<file path="config.mk">
export PLATFORM = sky130hd
export DESIGN_NAME = opflag_regs
export DESIGN_NICKNAME = d
export VERILOG_FILES = /design/src/rtl/opflag_pkg.sv /design/src/rtl/opflag_sticky_bank.sv /design/src/rtl/opflag_irq_combine.sv /design/src/rtl/opflag_regs.sv
export SDC_FILE = /design/constraint.sdc
export NUM_CORES = 1
export LEC_CHECK = 0
export BUFFER_PORTS_ARGS = -buffer_cell sky130_fd_sc_hd__buf_2
export CORE_ASPECT_RATIO = 1.2
export CORE_MARGIN = 2
export CORE_UTILIZATION = 32
export CTS_BUF_LIST = sky130_fd_sc_hd__clkbuf_8 sky130_fd_sc_hd__clkbuf_16
export DETAILED_ROUTE_END_ITERATION = 12
export GPL_TIMING_DRIVEN = 0
export MAX_ROUTING_LAYER = met4
export PLACE_DENSITY = 0.77
export REMOVE_ABC_BUFFERS = 1
export SETUP_SLACK_MARGIN = 0.5
export SLEW_MARGIN = 15
export SYNTH_ARGS = -nofsm -noshare
export SYNTH_HDL_FRONTEND = slang
export SYNTH_HIERARCHICAL = 1
export SYNTH_SLANG_ARGS = --single-unit
</file>
<file path="constraint.sdc">
create_clock -name clk -period 3.45 [get_ports clk]
set_input_delay 0.345 -clock clk [delete_from_list [all_inputs] [get_ports clk]]
set_output_delay 0.345 -clock clk [all_outputs]
set_load 0.1 [all_outputs]
</file>
<file path="src/rtl/opflag_pkg.sv">
package opflag_pkg;
    localparam int OP_W   = 4;
    localparam int SVC_W  = 2;
    localparam int ERR_W  = 3;
    localparam int LIVE_W = 2;
    localparam int ADDR_W = 3;

    typedef enum logic [ADDR_W-1:0] {
        REG_OPSTAT  = 3'd0,
        REG_OPMASK  = 3'd1,
        REG_ERRFLAG = 3'd2,
        REG_ERREN   = 3'd3
    } reg_addr_e;

    localparam int BIT_MAX_IN_DONE = 2;
endpackage

</file>
<file path="src/rtl/opflag_sticky_bank.sv">
module opflag_sticky_bank #(
    parameter int W = 4
) (
    input  logic         clk,
    input  logic         rst_n,
    input  logic [W-1:0] set_i,
    input  logic [W-1:0] clr_i,
    output logic [W-1:0] q_o
);
    for (genvar g = 0; g < W; g++) begin : g_bit
        always_ff @(posedge clk) begin
            if (!rst_n)
                q_o[g] <= 1'b0;
            else if (set_i[g])
                q_o[g] <= 1'b1;
            else if (clr_i[g])
                q_o[g] <= 1'b0;
        end

        // a set in the same cycle as a clear leaves the flag set
        p_set_wins_r9: assert property (@(posedge clk) disable iff (!rst_n)
            set_i[g] |=> q_o[g]);
        // a set flag with no clear stays set
        p_hold_r2: assert property (@(posedge clk) disable iff (!rst_n)
            (q_o[g] && !clr_i[g]) |=> q_o[g]);
        // a clear with no set empties the flag
        p_clear_r3: assert property (@(posedge clk) disable iff (!rst_n)
            (clr_i[g] && !set_i[g]) |=> !q_o[g]);
    end
endmodule

</file>
<file path="src/rtl/opflag_irq_combine.sv">
module opflag_irq_combine #(
    parameter int OPW  = 4,
    parameter int SVCW = 2,
    parameter int ERRW = 3,
    parameter int DONE_BIT = 2
) (
    input  logic [OPW-1:0]  op_q,
    input  logic [SVCW-1:0] mask_q,
    input  logic            dma_mode,
    input  logic [ERRW-1:0] err_q,
    output logic            irq_o,
    output logic            done_o
);
    localparam int PAD_W = OPW - SVCW;

    logic [OPW-1:0] mask_eff;
    logic [OPW-1:0] op_visible;

    always_comb begin
        mask_eff   = dma_mode ? {{PAD_W{1'b0}}, mask_q} : '0;
        op_visible = op_q & ~mask_eff;
        irq_o      = (|err_q) | (|op_visible);
        done_o     = op_q[DONE_BIT] | (|err_q);
    end
endmodule

</file>
<file path="src/rtl/opflag_regs.sv">
module opflag_regs
    import opflag_pkg::*;
#(
    parameter int DATA_W      = 32,
    parameter bit HAS_OP_MASK = 1'b1
) (
    input  logic              clk,
    input  logic              rst_n,
    input  logic              wr_en,
    input  logic [2:0]        addr,
    input  logic [DATA_W-1:0] wr_data,
    output logic [DATA_W-1:0] rd_data,
    input  logic              dma_mode,
    input  logic [3:0]        op_ev,
    input  logic [1:0]        fifo_live,
    input  logic [2:0]        err_ev,
    output logic              irq,
    output logic              xfer_done
);
    localparam int USED_W = OP_W + LIVE_W;

    logic [OP_W-1:0]  op_q;
    logic [OP_W-1:0]  op_clr;
    logic [ERR_W-1:0] err_q;
    logic [ERR_W-1:0] err_clr;
    logic [ERR_W-1:0] err_set;
    logic [ERR_W-1:0] err_en_q;
    logic [SVC_W-1:0] mask_q;
    logic             unused_wbits;

    assign unused_wbits = ^wr_data[DATA_W-1:USED_W];

    always_comb begin
        op_clr  = (wr_en && addr == REG_OPSTAT)  ? wr_data[OP_W-1:0]  : '0;
        err_clr = (wr_en && addr == REG_ERRFLAG) ? wr_data[ERR_W-1:0] : '0;
        err_set = err_ev & err_en_q;
    end

    opflag_sticky_bank #(.W(OP_W)) u_op_bank (
        .clk(clk), .rst_n(rst_n), .set_i(op_ev), .clr_i(op_clr), .q_o(op_q)
    );

    opflag_sticky_bank #(.W(ERR_W)) u_err_bank (
        .clk(clk), .rst_n(rst_n), .set_i(err_set), .clr_i(err_clr), .q_o(err_q)
    );

    always_ff @(posedge clk) begin
        if (!rst_n)
            err_en_q <= '0;
        else if (wr_en && addr == REG_ERREN)
            err_en_q <= wr_data[ERR_W-1:0];
    end

    if (HAS_OP_MASK) begin : g_mask
        always_ff @(posedge clk) begin
            if (!rst_n)
                mask_q <= '0;
            else if (wr_en && addr == REG_OPMASK)
                mask_q <= wr_data[SVC_W-1:0];
        end
    end else begin : g_nomask
        assign mask_q = '0;
        // without the mask register its address reads as zero
        p_nomask_read_r10: assert property (@(posedge clk) disable iff (!rst_n)
            (addr == REG_OPMASK) |-> (rd_data == '0));
    end

    always_comb begin
        rd_data = '0;
        unique case (addr)
            REG_OPSTAT:  rd_data[USED_W-1:0] = {fifo_live, op_q};
            REG_OPMASK:  rd_data[SVC_W-1:0]  = mask_q;
            REG_ERRFLAG: rd_data[ERR_W-1:0]  = err_q;
            REG_ERREN:   rd_data[ERR_W-1:0]  = err_en_q;
            default:     rd_data = '0;
        endcase
    end

    opflag_irq_combine #(
        .OPW(OP_W), .SVCW(SVC_W), .ERRW(ERR_W), .DONE_BIT(BIT_MAX_IN_DONE)
    ) u_irq (
        .op_q(op_q), .mask_q(mask_q), .dma_mode(dma_mode), .err_q(err_q),
        .irq_o(irq), .done_o(xfer_done)
    );

    // an error flag only rises when enabled and pulsed before the edge
    p_err_gate_r5: assert property (@(posedge clk) disable iff (!rst_n)
        ((err_q & ~$past(err_q) & ~$past(err_ev & err_en_q)) == '0));
    // completion always comes with an interrupt request
    p_done_irq_r8: assert property (@(posedge clk) disable iff (!rst_n)
        xfer_done |-> irq);
    // in FIFO mode any sticky operational flag raises the interrupt
    p_fifo_nomask_r7: assert property (@(posedge clk) disable iff (!rst_n)
        (!dma_mode && (op_q != '0)) |-> irq);
    // unmapped addresses read zero
    p_unmapped_r11: assert property (@(posedge clk) disable iff (!rst_n)
        (addr[2]) |-> (rd_data == '0));
endmodule

</file>
; ---- Yosys cells after proc, flatten, opt, wreduce, memory -nomap -nowiden
; Index checks and enable logic that the tools add are counted.
[word_totals]
elab_cells = 51
in_bits = 48
output_inout_bits = 34
regBits = 12
[op_classes]
reduce_logical = 14
bitwise_logic = 5
eq_ne = 3
mux = 20
[op_table]
columns = cell, n
row1 = $mux 1, 14
row2 = $reduce_bool 2->1, 7
row3 = $pmux 2 s4, 1
row4 = $eq 3x2->1 const B, 2
row5 = $mux 3, 2
row6 = $and 4x4->4, 1
row7 = $logic_and 1x1->1, 4
row8 = $mux 4, 1
row9 = $not 4->4, 1
row10 = $reduce_or 4->1, 1
row11 = $and 3x3->3, 1
row12 = $eq 3x1->1 const B, 1
row13 = $logic_not 3->1, 1
row14 = $pmux 1 s3, 1
row15 = $reduce_or 3->1, 1
row16 = $mux 2, 1
row17 = $or 1x1->1, 2

; ---- Depth between registers and ports, before layout
[logic_depth]
word_depth = 5
depth_mapped = 5
depth_no_buf = 4

; ---- By module
; Netlist, hierarchy kept.
[by_module_without_submodules]
columns = mod, instances, seq_area_each_um2, area_each_um2, cells_each
row1 = opflag_regs, 1, 100.1, 618.1, 74
row2 = opflag_sticky_bank (u_op_bank), 1, 80.1, 165.2, 12
row3 = opflag_sticky_bank (u_err_bank), 1, 60.1, 123.9, 9
row4 = opflag_irq_combine, 1, 0.0, 37.5, 6

; ---- Worst setup path before layout
; Ideal clock, no wire load.
[synth_timing]
kind = in2out
startpoint = input addr[0]
endpoint = output rd_data[2]
t_arrival_ns = 2.921
n_path_buf = 1
t_required_ns = 3.105
stages = 4
slack_ns = 0.184
path_cell_list = buf_4 -> inv_1 -> a21oi_1 -> a211oi_1
[synth_between]
elab_chain_len = 2
elab_cells_between_ends = 4
cone_classes = 2 x eq/ne / 1 x mux / 1 x reduce/logical
[synth_lines]
columns = item, line
row1 = "start, declared", opflag_regs.sv:10  ; input logic [2:0] addr,
row2 = $eq 3x2->1 or $logic_not 3->1 (tied branches), opflag_regs.sv:70  ; unique case (addr)
row3 = $pmux 1 s3 (*), opflag_regs.sv:70
row4 = "end, declared", opflag_regs.sv:12  ; output logic [DATA_W-1:0] rd_data,
; Every way passes the cells marked *; elsewhere a longest branch is shown, timed or not.

; ---- Worst setup path in the final report
[layout_timing]
startpoint = register u_err_bank.q_o[1]
endpoint = output irq
[layout_between]
elab_chain_len = 2
[layout_lines]
columns = item, line
row1 = "start, declared", opflag_sticky_bank.sv:8  ; output logic [W-1:0] q_o
row2 = "start signal, assigned by index", opflag_sticky_bank.sv:13  ; q_o[g] <= 1'b0;
row3 = "start signal, assigned by index", opflag_sticky_bank.sv:15  ; q_o[g] <= 1'b1;
row4 = "start signal, assigned by index", opflag_sticky_bank.sv:17  ; q_o[g] <= 1'b0;
row5 = $reduce_or 3->1, opflag_irq_combine.sv:22  ; irq_o = (|err_q) | (|op_visible);
row6 = $or 1x1->1, opflag_irq_combine.sv:22
row7 = "end, declared", opflag_regs.sv:17  ; output logic irq,
; No other way between the ends.

==> metrics.md <==
| Metric | Value |
|---|---|
| Post-Synth XOR/XNOR Area | `0%` |
| DRT iter0 DRCs | `8` |
| Avg Vias per Cell | `4.29` |
| Antenna fix cells | `0` |
| Die Y | `63.5 um` |
| Status | `completed` |
| TNS Setup | `0 ns` |
| Fin worst setup slack | `1.21 ns` |
| Endpoints failing setup | `0` |
| Largest family of logic cells by synthesized area | `simple AND/OR/NAND/NOR gates` |
| DR pass1 iterations | `4` |
| Net Switching | `0.229 mW` |
| GRT Overall Usage | `11.0%` |
| Complex-gate fraction of the synthesized area | `9.67%` |
| Post-synthesis cell type count | `25` |
| Cts hold-fix bufs | `0` |
| Port bufs | `27` |
| Post-Place Worst Slack | `1.46 ns` |
| Pleak | `0.493 nW` |
| Rows | `21` |
| Final nets | `177` |
| Clk root buf | `clkbuf_8` |
| Cell Pwr Density | `461 nW/um2` |
| Final Cycle Share | `65.0%` |
| Hold Path Stages | `2` |
| Fraction of final layout cells with drive strength greater than 1 | `33.1%` |
| CP Max Fanout | `3` |
| Largest net degree at the start of global routing | `16` |
| Crit. End Element | `output port` |
| RSZ-0062 raised after global routing | `false` |
| FMAX | `446 MHz` |
| Worst R2R Path Depth | `2` |
| Clock Skew | `0.0000635 ns` |
| Post-Synth Adder-Cell Area | `0%` |
| Commonest non-fill, non-tap cells in the layout | `buf_2, conb_1, and2_1` |
| Global routing's busiest layer | `met2` |
| Post-DRT Antenna Nets | `0` |
| CP Cell Sequence | `or4_4, or4_1, buf_2` |
| Initial antenna violation count | `0` |
| Area grow syn2layout | `10.1%` |
| Critical path type | `reg -> out` |
| Top-level I/O count | `82` |
| Slew Limit Fails | `0` |
| DIE WIDTH | `53.6 um` |
| Mux contribution to synthesized area | `7.95%` |
| Max_cap viols | `0` |
| Simple-gate share of the synthesized area | `32.3%` |
| Die area | `3400 um2` |
| Clk_lat worst skew | `0.24 ns` |
| Commonest non-fill, non-tap cell in the layout | `buf_2` |
| Max VDD drop | `0.180 mV` |
| Starting density of the core | `33.6%` |
| Synth Instances | `101` |
| Clock Sink Count | `12` |
| Total power draw | `0.479 mW` |
| Worst path depth | `3` |
| Tmin final | `2.24 ns` |
| # DRC | `0` |
| Register bit total from synthesis | `12` |
| TritonCTS clock tree | `done` |
| Number of failing hold endpoints at the final stage | `0` |
| Hold Path Class | `in -> reg` |
| Vias in the first global route | `565` |
| Overflow after GRT | `0` |
| Met1 Use GR | `11.9%` |
| Clk slew on worst S/H paths | `0.05 ns` |
| Post-Syn Area | `945 um2` |
| Gpl congestion | `0.769` |
| PostCTS Resize Cnt | `0` |
| Register area share after synthesis | `25.4%` |
| First-pass GRT wire length | `2580 um` |
| Comb power frac | `42.8%` |
| Syn avg cell area | `9.35 um2` |
| Delay-heaviest family, CP | `simple AND/OR/NAND/NOR gates` |
| Sequential group share of total power | `30.8%` |
| Buf/Inv on CP | `1` |
| Pint | `0.250 mW` |
| Crit path launch type | `flip-flop` |
| H-Tree Depth | `1` |
| Core area | `2810 um2` |
| Worst slew pin tran | `0.534 ns` |
| Met3 GRT Util | `3.79%` |
| Setup bufs post-CTS | `0` |
| CP required | `3.11 ns` |
| Vias after detailed routing | `691` |
| Sw Ratio | `47.8%` |
| Clock power frac | `26.3%` |
| Max transition margin | `63.9%` |
| Critical Path Max Stage Delay | `0.53 ns` |
| CTS buffer count | `3` |
| Met2 usage | `16.8%` |
| Ys Warns | `6` |
| Slowest-stage cell, CP | `or4_4` |
| Total Wirelength | `1690 um` |
| Max Root-Sink Buffers | `2` |
| Hpwl dp | `1360 um` |
| Wire per inst | `10.5 um` |
| Arr. time, crit path | `1.90 ns` |
==> cells in the mapped netlist <==
cell      count  share of area [%]
buf_4        27                 21
and2_1       13                8.6
dfxtp_1      12                 25
nor2b_4       7                 10
o21a_1        7                5.6
nand2_1       5                2.0
inv_1         3                1.2
mux2i_1       3                3.2
nand3_1       3                1.6
o21ai_1       3                1.6
a21oi_1       2                1.1
mux4_2        2                4.8
nor2b_1       2                1.3
a211oi_1      1               0.79
buf_6         1                1.2
clkbuf_1      1               0.40
conb_1        1               0.40
nand4b_1      1               0.93
nor3_1        1               0.53
nor4b_2       1                1.6
nor4b_4       1                2.5
nor4bb_1      1                1.1
o22ai_1       1               0.66
or4_1         1               0.79
or4_4         1                1.2
==> area by class of cell <==
type	instances	area [um2]
clock buffers	3	41.3
fillers	286	1770
inverters	3	11.3
multi-input cells	82	569
flip-flops and latches	12	240
well taps	34	42.5
repair buffers	27	135
==> flip-flops by register name (all words and copies together), names as in the netlist <==
name,count
u_op_bank/q_o,4
err_en_q,3
u_err_bank/q_o,3
mask_q,2
==> cells by family (layout without fill, tap and decap cells) <==
| family | after synthesis | in the layout |
|---|---|---|
| AND/OR/NAND/NOR | 37 | 37 |
| buffers and inverters | 32 | 33 |
| AO/OA/AOI/OAI | 14 | 14 |
| flip-flops | 12 | 12 |
| multiplexers | 5 | 5 |
| other | 1 | 26 |
==> through the flow <==
stage          util (%)  cells  cell area [um2]  hold slack, ns
2_1_floorplan         -     97              821           0.442
6_report           37.0    161             1040           0.313
3_5_place_dp       35.5    158              998           0.468
5_1_grt            37.0    161             1040           0.321
4_1_cts            37.0    161             1040           0.319
3_3_place_gp       35.5    158              998           0.458
==> metal layers <==
metal / share of wire, % / routed length, um / up-vias
met2: 47 / 802 / 47
met3: 12 / 195 / 7
met1: 38 / 642 / 296
li1: - / - / 341
met4: 3.0 / 51 / 0
met5: 0 / 0 / -
==> worst reg2reg max path, cell delays in order, from the launching register on <==
cell     delay (ns)
dfxtp_1        0.32
and2_1         0.13
o21a_1         0.17
==> final timing paths <==
kind / start / to / slack, ns
setup / recovery: u_err_bank/q_o[1] / irq / 1.21
hold / removal: op_ev[1] / u_op_bank/q_o[1] / 0.31
setup reg to reg: err_en_q[0] / u_err_bank/q_o[0] / 2.72
hold reg to reg: err_en_q[2] / err_en_q[2] / 0.47
==> power by group through the flow <==
stage          Combinational, mW  Clock [mW]  Sequential (mW)
2_1_floorplan              0.181           0            0.149
3_3_place_gp               0.204           0            0.151
3_5_place_dp               0.205           0            0.151
4_1_cts                    0.205       0.127            0.148
5_1_grt                    0.213       0.133            0.148
6_report                   0.205       0.126            0.148
Note: power is estimated with default switching activity, not from simulation.
